## config.mk

```make
export PLATFORM = sky130hd
export DESIGN_NAME = pipe5_core
export DESIGN_NICKNAME = d
export VERILOG_FILES = /design/src/rtl/pipe5_pkg.sv /design/src/rtl/pipe5_ctrl.sv /design/src/rtl/pipe5_regfile.sv /design/src/rtl/pipe5_alu.sv /design/src/rtl/pipe5_dmem.sv /design/src/rtl/pipe5_core.sv
export SDC_FILE = /design/constraint.sdc
export NUM_CORES = 1
export LEC_CHECK = 0
export BUFFER_PORTS_ARGS = -buffer_cell sky130_fd_sc_hd__buf_2
export CAP_MARGIN = 25
export CELL_PAD_IN_SITES_DETAIL_PLACEMENT = 1
export CELL_PAD_IN_SITES_GLOBAL_PLACEMENT = 1
export CORE_ASPECT_RATIO = 1.25
export CORE_MARGIN = 5
export CORE_UTILIZATION = 30
export DETAILED_ROUTE_END_ITERATION = 10
export PLACE_DENSITY = 0.88
export SYNTH_ARGS = -nofsm -noshare
export SYNTH_HDL_FRONTEND = slang
export SYNTH_SLANG_ARGS = --single-unit
```

## constraint.sdc

```tcl
create_clock -name clk -period 2.4 [get_ports clk]
set_clock_uncertainty 0.15 [all_clocks]
set_input_delay 0.48 -clock clk [delete_from_list [all_inputs] [get_ports clk]]
set_output_delay 0.48 -clock clk [all_outputs]
set_load 0.01 [all_outputs]
```

## src/rtl/pipe5_pkg.sv

```systemverilog
package pipe5_pkg;

    localparam int XLEN    = 32;
    localparam int REG_IDX = 5;

    localparam logic [5:0] OPC_RTYPE = 6'd0;
    localparam logic [5:0] OPC_BEQ   = 6'd4;
    localparam logic [5:0] OPC_LOAD  = 6'd35;
    localparam logic [5:0] OPC_STORE = 6'd43;

    localparam logic [5:0] FN_ADD = 6'd32;
    localparam logic [5:0] FN_SUB = 6'd34;
    localparam logic [5:0] FN_AND = 6'd36;
    localparam logic [5:0] FN_OR  = 6'd37;

    typedef enum logic [1:0] {
        ALU_ADD = 2'd0,
        ALU_SUB = 2'd1,
        ALU_AND = 2'd2,
        ALU_OR  = 2'd3
    } alu_op_e;

    // control consumed in execute
    typedef struct packed {
        logic    use_imm;
        alu_op_e op;
        logic    dst_is_rd;
    } ex_ctl_t;

    // control consumed in memory
    typedef struct packed {
        logic rd_en;
        logic wr_en;
        logic is_branch;
    } mem_ctl_t;

    // control consumed in writeback
    typedef struct packed {
        logic reg_wr;
        logic from_mem;
    } wb_ctl_t;

    typedef struct packed {
        logic [XLEN-1:0] pc4;
        logic [XLEN-1:0] word;
    } fd_reg_t;

    typedef struct packed {
        ex_ctl_t            ex;
        mem_ctl_t           mem;
        wb_ctl_t            wb;
        logic [XLEN-1:0]    pc4;
        logic [XLEN-1:0]    src_a;
        logic [XLEN-1:0]    src_b;
        logic [XLEN-1:0]    imm;
        logic [REG_IDX-1:0] rt_idx;
        logic [REG_IDX-1:0] rd_idx;
    } dx_reg_t;

    typedef struct packed {
        mem_ctl_t           mem;
        wb_ctl_t            wb;
        logic [XLEN-1:0]    target;
        logic               zero;
        logic [XLEN-1:0]    result;
        logic [XLEN-1:0]    st_val;
        logic [REG_IDX-1:0] dst;
    } xm_reg_t;

    typedef struct packed {
        wb_ctl_t            wb;
        logic [XLEN-1:0]    result;
        logic [XLEN-1:0]    ld_val;
        logic [REG_IDX-1:0] dst;
    } mw_reg_t;

    function automatic logic [XLEN-1:0] sext16(input logic [15:0] v);
        return {{(XLEN-16){v[15]}}, v};
    endfunction

    function automatic logic [5:0] opc_of(input logic [XLEN-1:0] w);
        return w[31:26];
    endfunction

endpackage

```

## src/rtl/pipe5_ctrl.sv

```systemverilog
module pipe5_ctrl
    import pipe5_pkg::*;
(
    input  logic [5:0] opcode,
    input  logic [5:0] funct,
    output ex_ctl_t    ex_o,
    output mem_ctl_t   mem_o,
    output wb_ctl_t    wb_o
);

    always_comb begin
        ex_o  = '0;
        mem_o = '0;
        wb_o  = '0;
        unique case (opcode)
            OPC_RTYPE: begin
                if (funct == FN_ADD || funct == FN_SUB ||
                    funct == FN_AND || funct == FN_OR) begin
                    ex_o.dst_is_rd = 1'b1;
                    wb_o.reg_wr    = 1'b1;
                    case (funct)
                        FN_SUB:  ex_o.op = ALU_SUB;
                        FN_AND:  ex_o.op = ALU_AND;
                        FN_OR:   ex_o.op = ALU_OR;
                        default: ex_o.op = ALU_ADD;
                    endcase
                end
            end
            OPC_LOAD: begin
                ex_o.use_imm = 1'b1;
                ex_o.op      = ALU_ADD;
                mem_o.rd_en  = 1'b1;
                wb_o.reg_wr  = 1'b1;
                wb_o.from_mem = 1'b1;
            end
            OPC_STORE: begin
                ex_o.use_imm = 1'b1;
                ex_o.op      = ALU_ADD;
                mem_o.wr_en  = 1'b1;
            end
            OPC_BEQ: begin
                ex_o.op         = ALU_SUB;
                mem_o.is_branch = 1'b1;
            end
            default: ;
        endcase
    end

endmodule

```

## src/rtl/pipe5_regfile.sv

```systemverilog
module pipe5_regfile
    import pipe5_pkg::*;
#(
    parameter int NREGS    = 32,
    parameter int REG_BASE = 100
) (
    input  logic                   clk,
    input  logic                   rst,
    input  logic [REG_IDX-1:0]     ra_idx,
    input  logic [REG_IDX-1:0]     rb_idx,
    output logic [XLEN-1:0]        ra_val,
    output logic [XLEN-1:0]        rb_val,
    input  logic                   wr_en,
    input  logic [REG_IDX-1:0]     wr_idx,
    input  logic [XLEN-1:0]        wr_val
);

    logic [XLEN-1:0] regs [NREGS];
    logic            wr_live;

    assign wr_live = wr_en && (wr_idx != '0);

    always_ff @(posedge clk) begin
        if (rst) begin
            for (int k = 0; k < NREGS; k++) begin
                regs[k] <= (k == 0) ? '0 : XLEN'(REG_BASE + k);
            end
        end else if (wr_live) begin
            regs[wr_idx] <= wr_val;
        end
    end

    // write-before-read within the cycle; index 0 is hardwired
    always_comb begin
        if (ra_idx == '0)                     ra_val = '0;
        else if (wr_live && wr_idx == ra_idx) ra_val = wr_val;
        else                                  ra_val = regs[ra_idx];
        if (rb_idx == '0)                     rb_val = '0;
        else if (wr_live && wr_idx == rb_idx) rb_val = wr_val;
        else                                  rb_val = regs[rb_idx];
    end

endmodule

```

## src/rtl/pipe5_alu.sv

```systemverilog
module pipe5_alu
    import pipe5_pkg::*;
(
    input  logic [XLEN-1:0] a,
    input  logic [XLEN-1:0] b,
    input  alu_op_e         op,
    output logic [XLEN-1:0] y,
    output logic            zero
);

    always_comb begin
        unique case (op)
            ALU_SUB: y = a - b;
            ALU_AND: y = a & b;
            ALU_OR:  y = a | b;
            default: y = a + b;
        endcase
    end

    assign zero = (y == '0);

endmodule

```

## src/rtl/pipe5_dmem.sv

```systemverilog
module pipe5_dmem
    import pipe5_pkg::*;
#(
    parameter int WORDS    = 64,
    parameter int MEM_BASE = 500
) (
    input  logic            clk,
    input  logic            rst,
    input  logic [XLEN-1:0] addr,
    input  logic            wr_en,
    input  logic [XLEN-1:0] wr_val,
    output logic [XLEN-1:0] rd_val
);

    localparam int AW = $clog2(WORDS);

    logic [XLEN-1:0] mem [WORDS];
    logic [AW-1:0]   widx;
    logic            unused_addr_bits;

    assign widx             = addr[AW+1:2];
    assign unused_addr_bits = ^{addr[XLEN-1:AW+2], addr[1:0]};
    assign rd_val           = mem[widx];

    always_ff @(posedge clk) begin
        if (rst) begin
            for (int i = 0; i < WORDS; i++) begin
                mem[i] <= XLEN'(MEM_BASE + i);
            end
        end else if (wr_en) begin
            mem[widx] <= wr_val;
        end
    end

endmodule

```

## src/rtl/pipe5_core.sv

```systemverilog
module pipe5_core
    import pipe5_pkg::*;
#(
    parameter int IMEM_WORDS = 32,
    parameter int DMEM_WORDS = 64,
    parameter int NREGS      = 32,
    parameter int REG_BASE   = 100,
    parameter int MEM_BASE   = 500,
    parameter logic [IMEM_WORDS*XLEN-1:0] PROGRAM = '0
) (
    input  logic                clk,
    input  logic                rst,
    output logic [XLEN-1:0]     fetch_pc,
    output logic                wb_we,
    output logic [REG_IDX-1:0]  wb_reg,
    output logic [XLEN-1:0]     wb_data,
    output logic                st_we,
    output logic [XLEN-1:0]     st_addr,
    output logic [XLEN-1:0]     st_data
);

    localparam int IA = $clog2(IMEM_WORDS);

    logic [XLEN-1:0] pc, pc_plus4, fetch_word;
    fd_reg_t fd_q;
    dx_reg_t dx_q, dx_d;
    xm_reg_t xm_q, xm_d;
    mw_reg_t mw_q, mw_d;

    logic                unused_pc_bits;
    logic [IA-1:0]       pc_word;
    logic [REG_IDX-1:0]  rs_addr, rt_addr;
    logic [XLEN-1:0]     rs_data, rt_data;
    ex_ctl_t             dec_ex;
    mem_ctl_t            dec_mem;
    wb_ctl_t             dec_wb;
    logic [XLEN-1:0]     alu_b, alu_y;
    logic                alu_zero;
    logic                br_take;
    logic [XLEN-1:0]     br_target;
    logic [XLEN-1:0]     ld_data;
    logic [XLEN-1:0]     wb_val;

    // ---------------- fetch ----------------
    assign pc_word        = pc[IA+1:2];
    assign unused_pc_bits = ^{pc[XLEN-1:IA+2], pc[1:0]};
    assign fetch_word     = PROGRAM[pc_word*XLEN +: XLEN];
    assign pc_plus4       = pc + XLEN'(4);

    // ---------------- decode ----------------
    assign rs_addr = fd_q.word[25:21];
    assign rt_addr = fd_q.word[20:16];

    pipe5_ctrl u_ctrl (
        .opcode (opc_of(fd_q.word)),
        .funct  (fd_q.word[5:0]),
        .ex_o   (dec_ex),
        .mem_o  (dec_mem),
        .wb_o   (dec_wb)
    );

    pipe5_regfile #(
        .NREGS    (NREGS),
        .REG_BASE (REG_BASE)
    ) u_rf (
        .clk    (clk),
        .rst    (rst),
        .ra_idx (rs_addr),
        .rb_idx (rt_addr),
        .ra_val (rs_data),
        .rb_val (rt_data),
        .wr_en  (mw_q.wb.reg_wr),
        .wr_idx (mw_q.dst),
        .wr_val (wb_val)
    );

    always_comb begin
        dx_d.ex     = dec_ex;
        dx_d.mem    = dec_mem;
        dx_d.wb     = dec_wb;
        dx_d.pc4    = fd_q.pc4;
        dx_d.src_a  = rs_data;
        dx_d.src_b  = rt_data;
        dx_d.imm    = sext16(fd_q.word[15:0]);
        dx_d.rt_idx = rt_addr;
        dx_d.rd_idx = fd_q.word[15:11];
    end

    // ---------------- execute ----------------
    assign alu_b = dx_q.ex.use_imm ? dx_q.imm : dx_q.src_b;

    pipe5_alu u_alu (
        .a    (dx_q.src_a),
        .b    (alu_b),
        .op   (dx_q.ex.op),
        .y    (alu_y),
        .zero (alu_zero)
    );

    always_comb begin
        xm_d.mem    = dx_q.mem;
        xm_d.wb     = dx_q.wb;
        xm_d.target = dx_q.pc4 + {dx_q.imm[XLEN-3:0], 2'b00};
        xm_d.zero   = alu_zero;
        xm_d.result = alu_y;
        xm_d.st_val = dx_q.src_b;
        xm_d.dst    = dx_q.ex.dst_is_rd ? dx_q.rd_idx : dx_q.rt_idx;
    end

    // ---------------- memory ----------------
    assign br_take   = xm_q.mem.is_branch && xm_q.zero;
    assign br_target = xm_q.target;

    pipe5_dmem #(
        .WORDS    (DMEM_WORDS),
        .MEM_BASE (MEM_BASE)
    ) u_dmem (
        .clk    (clk),
        .rst    (rst),
        .addr   (xm_q.result),
        .wr_en  (xm_q.mem.wr_en),
        .wr_val (xm_q.st_val),
        .rd_val (ld_data)
    );

    always_comb begin
        mw_d.wb     = xm_q.wb;
        mw_d.result = xm_q.result;
        mw_d.ld_val = xm_q.mem.rd_en ? ld_data : '0;
        mw_d.dst    = xm_q.dst;
    end

    // ---------------- writeback ----------------
    assign wb_val = mw_q.wb.from_mem ? mw_q.ld_val : mw_q.result;

    // ---------------- pipeline registers ----------------
    always_ff @(posedge clk) begin
        if (rst) begin
            pc   <= '0;
            fd_q <= '0;
            dx_q <= '0;
            xm_q <= '0;
            mw_q <= '0;
        end else begin
            pc   <= br_take ? br_target : pc_plus4;
            fd_q <= br_take ? '0 : '{pc4: pc_plus4, word: fetch_word};
            dx_q <= br_take ? '0 : dx_d;
            xm_q <= br_take ? '0 : xm_d;
            mw_q <= mw_d;
        end
    end

    // ---------------- observation ----------------
    assign fetch_pc = pc;
    assign wb_we    = mw_q.wb.reg_wr && (mw_q.dst != '0);
    assign wb_reg   = mw_q.dst;
    assign wb_data  = wb_val;
    assign st_we    = xm_q.mem.wr_en;
    assign st_addr  = xm_q.result;
    assign st_data  = xm_q.st_val;

endmodule

```

==> flow_summary.toml, run 1 <==
[run_status]
outcome = "finished, final reports clean"

[routing]
ant_nets = 0
wl_um = 4940
drc = 0
drtIter0Drc = 65
via_per_inst = 4.21
avgRoutedWirePerCell_um = 12.6
dr.pass1.iters = 4
route.vias.total = 1649

[sta]
hold_viol = 0
period_share_pct = 91.7
fin_hold_ws_ps = 331
fmax_mhz = 455
finalMaxSlewViolations = 0
min_period_ps = 2200
finalSetupTns_ps = 0
grt_setup_unrepaired = "no"
setup_viol = 0

[global_routing]
grt-ovfl-total = 0
grt_pass1_vias = 1604
grt.total_usage_pct = 10.3
antenna_found_initial = 0
grt_max_degree = 19
grt_first_pass_wirelength_um = 7520

[floorplanning]
die_h_um = 106
rows = 35
io_pins = 137
dieArea_mm2 = 0.00918
fp.coreArea_mm2 = 0.00727
fp.dieW_um = 86.7
initial_core_util_pct = 30.3

[synthesis]
yosysTopAreaCellShare_pct = 36.1
syn_inst = 264
synth_common_cells = "buf_4 (106), dfxtp_1 (30), a21oi_1 (15), nor2_1 (15), nand3_1 (11)"
yosys_most_used_dff = "dfxtp_1"
synth_area_mm2 = 0.00221
synth_edf_count = 0
ys_types = 30
yosysMostFrequentCell = "buf_4"
yosysTopAreaCell = "buf_4"
avgSynthCellArea_um2 = 8.36
ys_ff_latch = 30
yosys_warnings = 0
ys_seq_area_share_pct = 27.2
synthArstFlopShare_pct = 0
ys_top_cells_by_area = "buf_4 (36%), dfxtp_1 (27%), xor2_1 (4.0%), a21oi_1 (3.4%), or4_1 (3.4%)"

[critical_path]
endpoint_kind = "flip-flop"
criticalPathCategory = "flip-flop to flip-flop"
path_max_fanout = 8
required_ps = 2470
cp.arrival_ps = 2270
worstSetupStartpointType = "flip-flop"

[placement]
dp.cells = 385
hpwl_um = 3920
place_congestion = 0.813
io_buffers = 31

[worst_hold_path]
hold_class = "flip-flop to flip-flop"

[clocking]
numCtsBuffers = 5
cts_buffer_depth = 2
cts_sinks = 30
tritoncts = "built"
root_buffer = "clkbuf_8"
worstSkewPairLatency_ps = 280
clk_pin_slew_ps = 70
h-tree-depth = 2
post_cts_resized = 0
cts_setup_buffers = 0
cts_hold_buf = 0

[power_and_ir_drop]
p_per_area_mw_per_mm2 = 464
vdd_drop_max_mv = 0.154
p_leak_uw = 0.000998

[finish]
area_growth_pct = -3.01
nNetsFinal = 303
layout-drive-gt1-share_pct = 17.0
nFillCells = 941
layoutNonFillerInstCount = 392
diodes = 0

[job]
cap_viol_max_count = 0
[worst max-delay path: stages, from the launching register on]
cell and delay (ps):
dfxtp_1 410, ha_1 240, and4_1 330, nand4_1 280, or4_1 590, a21oi_1 160
[where the power goes]
group / leakage [µW] / switching [µW] / internal, µW / total [µW]
logic: 0.000718 / 93.3 / 8.70 / 102
clock network: 0.0000383 / 183 / 199 / 382
registers: 0.000242 / 5.33 / 502 / 508
total: 0.000998 / 282 / 710 / 992
[metrics by stage]
stage	utilization, %	total power (µW)	worst slack (ps)	area (µm²)
after floorplan	-	733	410	2600
after global placement	28.4	612	344	2060
after detailed placement	28.4	615	214	2060
after CTS	29.4	999	207	2140
after global routing	29.4	1040	16.4	2140
final	29.4	992	200	2140
[per-layer routing]
layer	routed length, µm	up-vias	part of all wire [%]	GRT usage [%]
met1	1910	777	39	11.7
li1	-	773	-	-
met5	0	-	0	0
met3	605	7	12	4.69
met2	2350	92	48	16.5
met4	74	0	1.5	4.23
[path summary, 6_finish.rpt]
kind / depth (start not counted) / from / slack, ps / to
hold reg to reg: 2 / fetch_pc[31] / 330 / fetch_pc[31]
hold / removal: 2 / fetch_pc[31] / 330 / fetch_pc[31]
setup / recovery: 5 / fetch_pc[2] / 200 / dx_d[132]
setup reg to reg: 5 / fetch_pc[2] / 200 / dx_d[132]
[placed cells by master (no fill, tap or decap), types with 9 or more instances in the layout]
master   count
nand2_1     10
xor2_1      10
conb_1     105
nand4_1      9
a21oi_1     15
nand3_1     11
nor2_1      15
buf_2       31
o31ai_1      9
or4_1       10
dfxtp_1     30
[sequential cells by signal, indices dropped and copies added, names as in the netlist]
register	cells
dx_d	8
fetch_pc	22
[cell families (layout without fill, tap and decap cells)]
kind of cell / count (synthesis) / after routing / synth area share [%]
adder cells (fa/ha/maj): 1 / 1 / 0.567
AO/OA/AOI/OAI: 29 / 29 / 7.60
XOR/XNOR: 11 / 11 / 4.37
AND/OR/NAND/NOR: 77 / 77 / 20.6
other: 1 / 105 / 0.170
buffers and inverters: 113 / 45 / 38.5
multiplexers: 2 / 2 / 1.02
flip-flops: 30 / 30 / 27.2
[area by class of cell]
type / instances / area, µm² / area share (%)
flip-flops and latches: 30 / 601 / 28.1
multi-input cells: 225 / 1150 / 53.6
repair buffers: 36 / 193 / 9.01
well taps: 92 / 115 / 5.38
inverters: 2 / 7.51 / 0.351
clock buffers: 7 / 76.3 / 3.57
Power figures use the tool's default switching activity.
==> run 2: changes to the inputs <==
Settings changed: ABC_AREA from default to 1, CORE_UTILIZATION 30 to 29.
==> run 2 against run 1 <==
Die area is 6.4% higher. Hold slack better by 22 ps. Power is 0.33% lower. Largest power group unchanged. Wire length is 6.6% higher. Combinational power is 8% higher. Sequential power hardly changed. Final cell count is 19% higher.
==> flow_summary.toml, run 2 <==
[run_status]
outcome = "finished, final reports clean"

[sta]
grt_setup_unrepaired = "no"
finalSetupTns_ps = 0
setup_viol = 0
hold_viol = 0
worst_slack_ps = 709
fmax_mhz = 591
finalMaxSlewViolations = 0
min_period_ps = 1690
period_share_pct = 70.5

[placement]
pre_cts_ws_ps = 724
dp.cells = 461
placed_cell_area_mm2 = 0.00216
io_buffers = 31
place_congestion = 0.820
hpwl_um = 4480

[critical_path]
endpoint_kind = "flip-flop"
r2r-start = "fetch_pc[2]"
r2r_setup_slack_ps = 710
cp_slowest_stage_delay_ps = 400
startpoint = "fetch_pc[2]"
worstSetupStartpointType = "flip-flop"
reg2reg_depth = 8
cp_cell_sequence = "ha_1, nand2_1, inv_1, nand3_1, nor2_1, nand3_1, nand2_1, nor2_1"
cp.arrival_ps = 1720
critPathSlowestCell = "dfxtp_1"
path_max_fanout = 5
criticalPathCategory = "flip-flop to flip-flop"
required_ps = 2420

[clocking]
worstSkewPairLatency_ps = 280
tritoncts = "built"
root_buffer = "clkbuf_8"
cts_hold_buf = 0
h-tree-depth = 2
numCtsBuffers = 5
cts_setup_buffers = 0
post_cts_resized = 0
clk_pin_slew_ps = 60
cts_sinks = 30
cts_buffer_depth = 2

[global_routing]
antenna_found_initial = 0
grt_max_degree = 13
grt_pass1_vias = 1783
grt_first_pass_wirelength_um = 8000
grt-ovfl-total = 0
grt.total_usage_pct = 10.5

[finish]
layout-drive-gt1-share_pct = 13.1
multiInputGateArea_mm2 = 0.00121
nFillCells = 1060
final_common_cell = "conb_1"
diodes = 0
layoutNonFillerInstCount = 468
area_growth_pct = -2.35
regArea_um2 = 601
largest_reg_flops = 22
final_cell_mix = "conb_1 (105), nand2_1 (66), nor2_1 (57)"
fin_area_mm2 = 0.00223
nNetsFinal = 376

[job]
cap_viol_max_count = 0

[synthesis]
ys_types = 20
synth_edf_count = 0
syn_inst = 338
synthArstFlopShare_pct = 0
yosys_most_used_dff = "dfxtp_1"
ys_top_cells_by_area = "buf_4 (34%), dfxtp_1 (26%), nand2_1 (11%), nor2_1 (9.4%), a21oi_1 (3.9%)"
avgSynthCellArea_um2 = 6.76
synth_common_cells = "buf_4 (105), nand2_1 (66), nor2_1 (57), dfxtp_1 (30)"
yosys_warnings = 0
ys_ff_latch = 30
ys_seq_area_share_pct = 26.3
synth_area_mm2 = 0.00229
yosysMostFrequentCell = "buf_4"
yosysTopAreaCellShare_pct = 34.5
yosysTopAreaCell = "buf_4"

[floorplanning]
initial_core_util_pct = 29.5
dieArea_mm2 = 0.00977
io_pins = 137
fp.dieW_um = 89.4
die_h_um = 109
fp.coreArea_mm2 = 0.00775
rows = 36

[routing]
via_per_inst = 3.88
dr.pass1.iters = 4
drtIter0Drc = 82
wl_um = 5260
ant_nets = 0
avgRoutedWirePerCell_um = 11.2
route.vias.total = 1816
drc = 0

[power_and_ir_drop]
p_per_area_mw_per_mm2 = 443
p_leak_uw = 0.00107
power.total_uw = 989
vdd_drop_max_mv = 0.232

[worst_hold_path]
hold_class = "primary input to flip-flop"
min_from = "rst"
whs_path_depth = 2
==> run 2: changes by cell type after synthesis, sizes merged, moves of 6 or more <==
cell   change
nand2     +59
or3        -6
xor2       -6
inv       +16
nand4     -10
nor2      +51
and4       -7
or4       -11
o31ai      -9
==> run 2: final cells by class <==
cell class | count | area share (%)
inverters | 18 | 3.03
clock buffers | 7 | 3.42
repair buffers | 32 | 7.29
flip-flops and latches | 30 | 26.9
multi-input cells | 286 | 54.0
well taps | 95 | 5.33
==> run 2: kinds of logic after synthesis <==
group | after synthesis | synth area share [%]
adders and majority gates | 1 | 0.547
buffers and inverters | 126 | 38.0
AOI/OAI and AO/OA | 24 | 5.47
xor gates and xnor gates | 4 | 1.53
and+or+nand+nor | 152 | 28.0
DFF | 30 | 26.3
other | 1 | 0.164
==> run 2: final timing paths <==
kind / endpoint
max: dx_d[130]
min: dx_d[121]
max reg2reg: dx_d[130]
min reg2reg: fetch_pc[2]
==> run 2: per-stage QoR <==
stage,util [%],hold slack [ps]
5_1_grt,28.8,382
3_3_place_gp,27.8,317
6_report,28.8,353
3_5_place_dp,27.8,348
4_1_cts,28.8,351
2_1_floorplan,-,330
==> run 2: per-layer routing <==
layer  vias to the layer above  share of wire [%]  track usage [%]
li1                        898                  -                -
met1                       818                 41             12.3
met2                        94                 49             18.4
met3                         6                9.0             2.42
met4                         0                1.3             3.72
met5                         -                  0                0
==> run 2: where the power goes <==
| group | total (µW) | internal [µW] | switching [µW] |
|---|---|---|---|
| Sequential | 507 | 502 | 4.50 |
| Clock | 372 | 199 | 173 |
| Combinational | 110 | 11.7 | 98.2 |
==> run 2: worst max-delay path: cells and delay by family (launching register included) <==
kind / cells / cell delay [ps]
and+or+nand+nor: 6 / 720
DFF: 1 / 400
adders and majority gates: 1 / 190
buffers and inverters: 1 / 120
==> run 3: changes to the inputs <==
Clock period 2.4 ns to 1.7 ns, I/O delays scaled along.
==> run 3 against run 2 <==
Clock-buffer cell count stayed put. Final cell count is 0.64% higher. Design area is 2.4% higher. Critical path depth is 1 lower. Highest routed layer unchanged. Largest cell class unchanged. Clock power is 62% higher. Global-route usage is 0.75 points higher. Die area stayed put. Core utilization is 0.68 points higher.
==> flow_summary.toml, run 3 (synthesized netlist as in run 2, its figures left out) <==
[run_status]
outcome = "finished, final reports clean"

[worst_hold_path]
whs_path_depth = 2
hold_class = "primary input to flip-flop"
min_from = "rst"
hold_end = "fetch_pc[2]"

[sta]
period_share_pct = 93.7
grt_setup_unrepaired = "no"
fmax_mhz = 628
min_period_ps = 1590
worst_slack_ps = 107
finalSetupTns_ps = 0
hold_viol = 0
finalMaxSlewViolations = 0
setup_viol = 0

[global_routing]
gr-max-usage-layer = "met2"
grt_use_met2_pct = 19.1
grt_pass1_vias = 1890
grt.total_usage_pct = 11.3
grt-ovfl-total = 0
use_met1_pct = 12.6
antenna_found_initial = 0
grt_max_degree = 12
grt_first_pass_wirelength_um = 8490
use_met3_pct = 3.25

[routing]
drtIter0Drc = 56
wl_um = 5560
avgRoutedWirePerCell_um = 11.8
route.vias.total = 1882
via_per_inst = 4.00
drc = 0
ant_nets = 0
dr.pass1.iters = 4

[floorplanning]
initial_core_util_pct = 29.5
dieArea_mm2 = 0.00977
die_h_um = 109
rows = 36
fp.dieW_um = 89.4
fp.coreArea_mm2 = 0.00775
io_pins = 137

[power_and_ir_drop]
vdd_drop_max_mv = 0.431
power.total_uw = 1470
p_per_area_mw_per_mm2 = 646
p_leak_uw = 0.00109

[critical_path]
endpoint_kind = "flip-flop"
reg2reg_depth = 7
worstSetupStartpointType = "flip-flop"
r2r-start = "fetch_pc[2]"
r2r_setup_slack_ps = 110
path_max_fanout = 5
cp.arrival_ps = 1620
required_ps = 1730
criticalPathCategory = "flip-flop to flip-flop"
r2r-end = "fetch_pc[14]"

[placement]
hpwl_um = 4700
pre_cts_ws_ps = 11.8
placed_cell_area_mm2 = 0.00217
place_congestion = 0.801
io_buffers = 31

[clocking]
cts_sinks = 30
clk_pin_slew_ps = 70
root_buffer = "clkbuf_8"
h-tree-depth = 2
numCtsBuffers = 5
tritoncts = "built"
cts_hold_buf = 0
cts_buffer_depth = 2
cts_setup_buffers = 0
worstSkewPairLatency_ps = 290

[finish]
layout-drive-gt1-share_pct = 15.2
area_growth_pct = -0.0548
final_core_util_pct = 29.5
diodes = 0
final_common_cell = "conb_1"
final_cell_mix = "conb_1 (105), nand2_1 (66), nor2_1 (54)"
nFillCells = 1070
largest_reg_flops = 22
fin_area_mm2 = 0.00228
nNetsFinal = 378

[job]
cap_viol_max_count = 0
[run 3: metal layers]
| metal | vias up | wire length [µm] |
|---|---|---|
| met3 | 14 | 514 |
| met1 | 858 | 2180 |
| li1 | 906 | - |
| met4 | 0 | 153 |
| met5 | - | 0 |
| met2 | 104 | 2710 |
[run 3: critical path, cell delays in order (launching register included)]
cell     delay (ps)
dfxtp_1         390
ha_1            190
nand2_1         100
nor2_4          130
nand2_2         120
nor2_2          160
xor2_1          180
nor2_1           60
[run 3: power by group]
part	switching (µW)	internal, µW
registers	6.78	709
clock network	275	326
logic	140	18.3
total	422	1050
[run 3: repair_timing]
item,CTS,global route
endpoints found under the setup margin,1,11
resized for setup,1,5
pin swaps,0,1
[run 3: area by class of cell]
cell class	count	area, µm²	area share [%]
multi-input combinational	286	1230	53.8
sequential	30	601	26.3
timing repair buffer	34	178	7.78
tap	95	119	5.20
clock buffer	7	86.3	3.78
inverter	18	67.6	2.96
clock inverter	1	5.00	0.219
[run 3: stage by stage]
step,cells,hold slack [ps]
final,471,227
after global routing,471,231
after CTS,471,214
after detailed placement,463,332
after global placement,463,301
after floorplan,442,330
[run 3: how the worst max path moves through the flow]
| stage | startpoint | to | slack (ps) | cells after the start |
|---|---|---|---|---|
| 3_5_place_dp | fetch_pc[2] | dx_d[130] | 10 | 8 |
| 2_1_floorplan | fetch_pc[2] | fetch_pc[14] | 200 | 7 |
| 4_1_cts | fetch_pc[2] | fetch_pc[14] | 60 | 7 |
| 3_3_place_gp | fetch_pc[3] | dx_d[130] | 110 | 8 |
| 5_1_grt | fetch_pc[2] | dx_d[130] | 8 | 8 |
| 6_report | fetch_pc[2] | fetch_pc[14] | 110 | 7 |
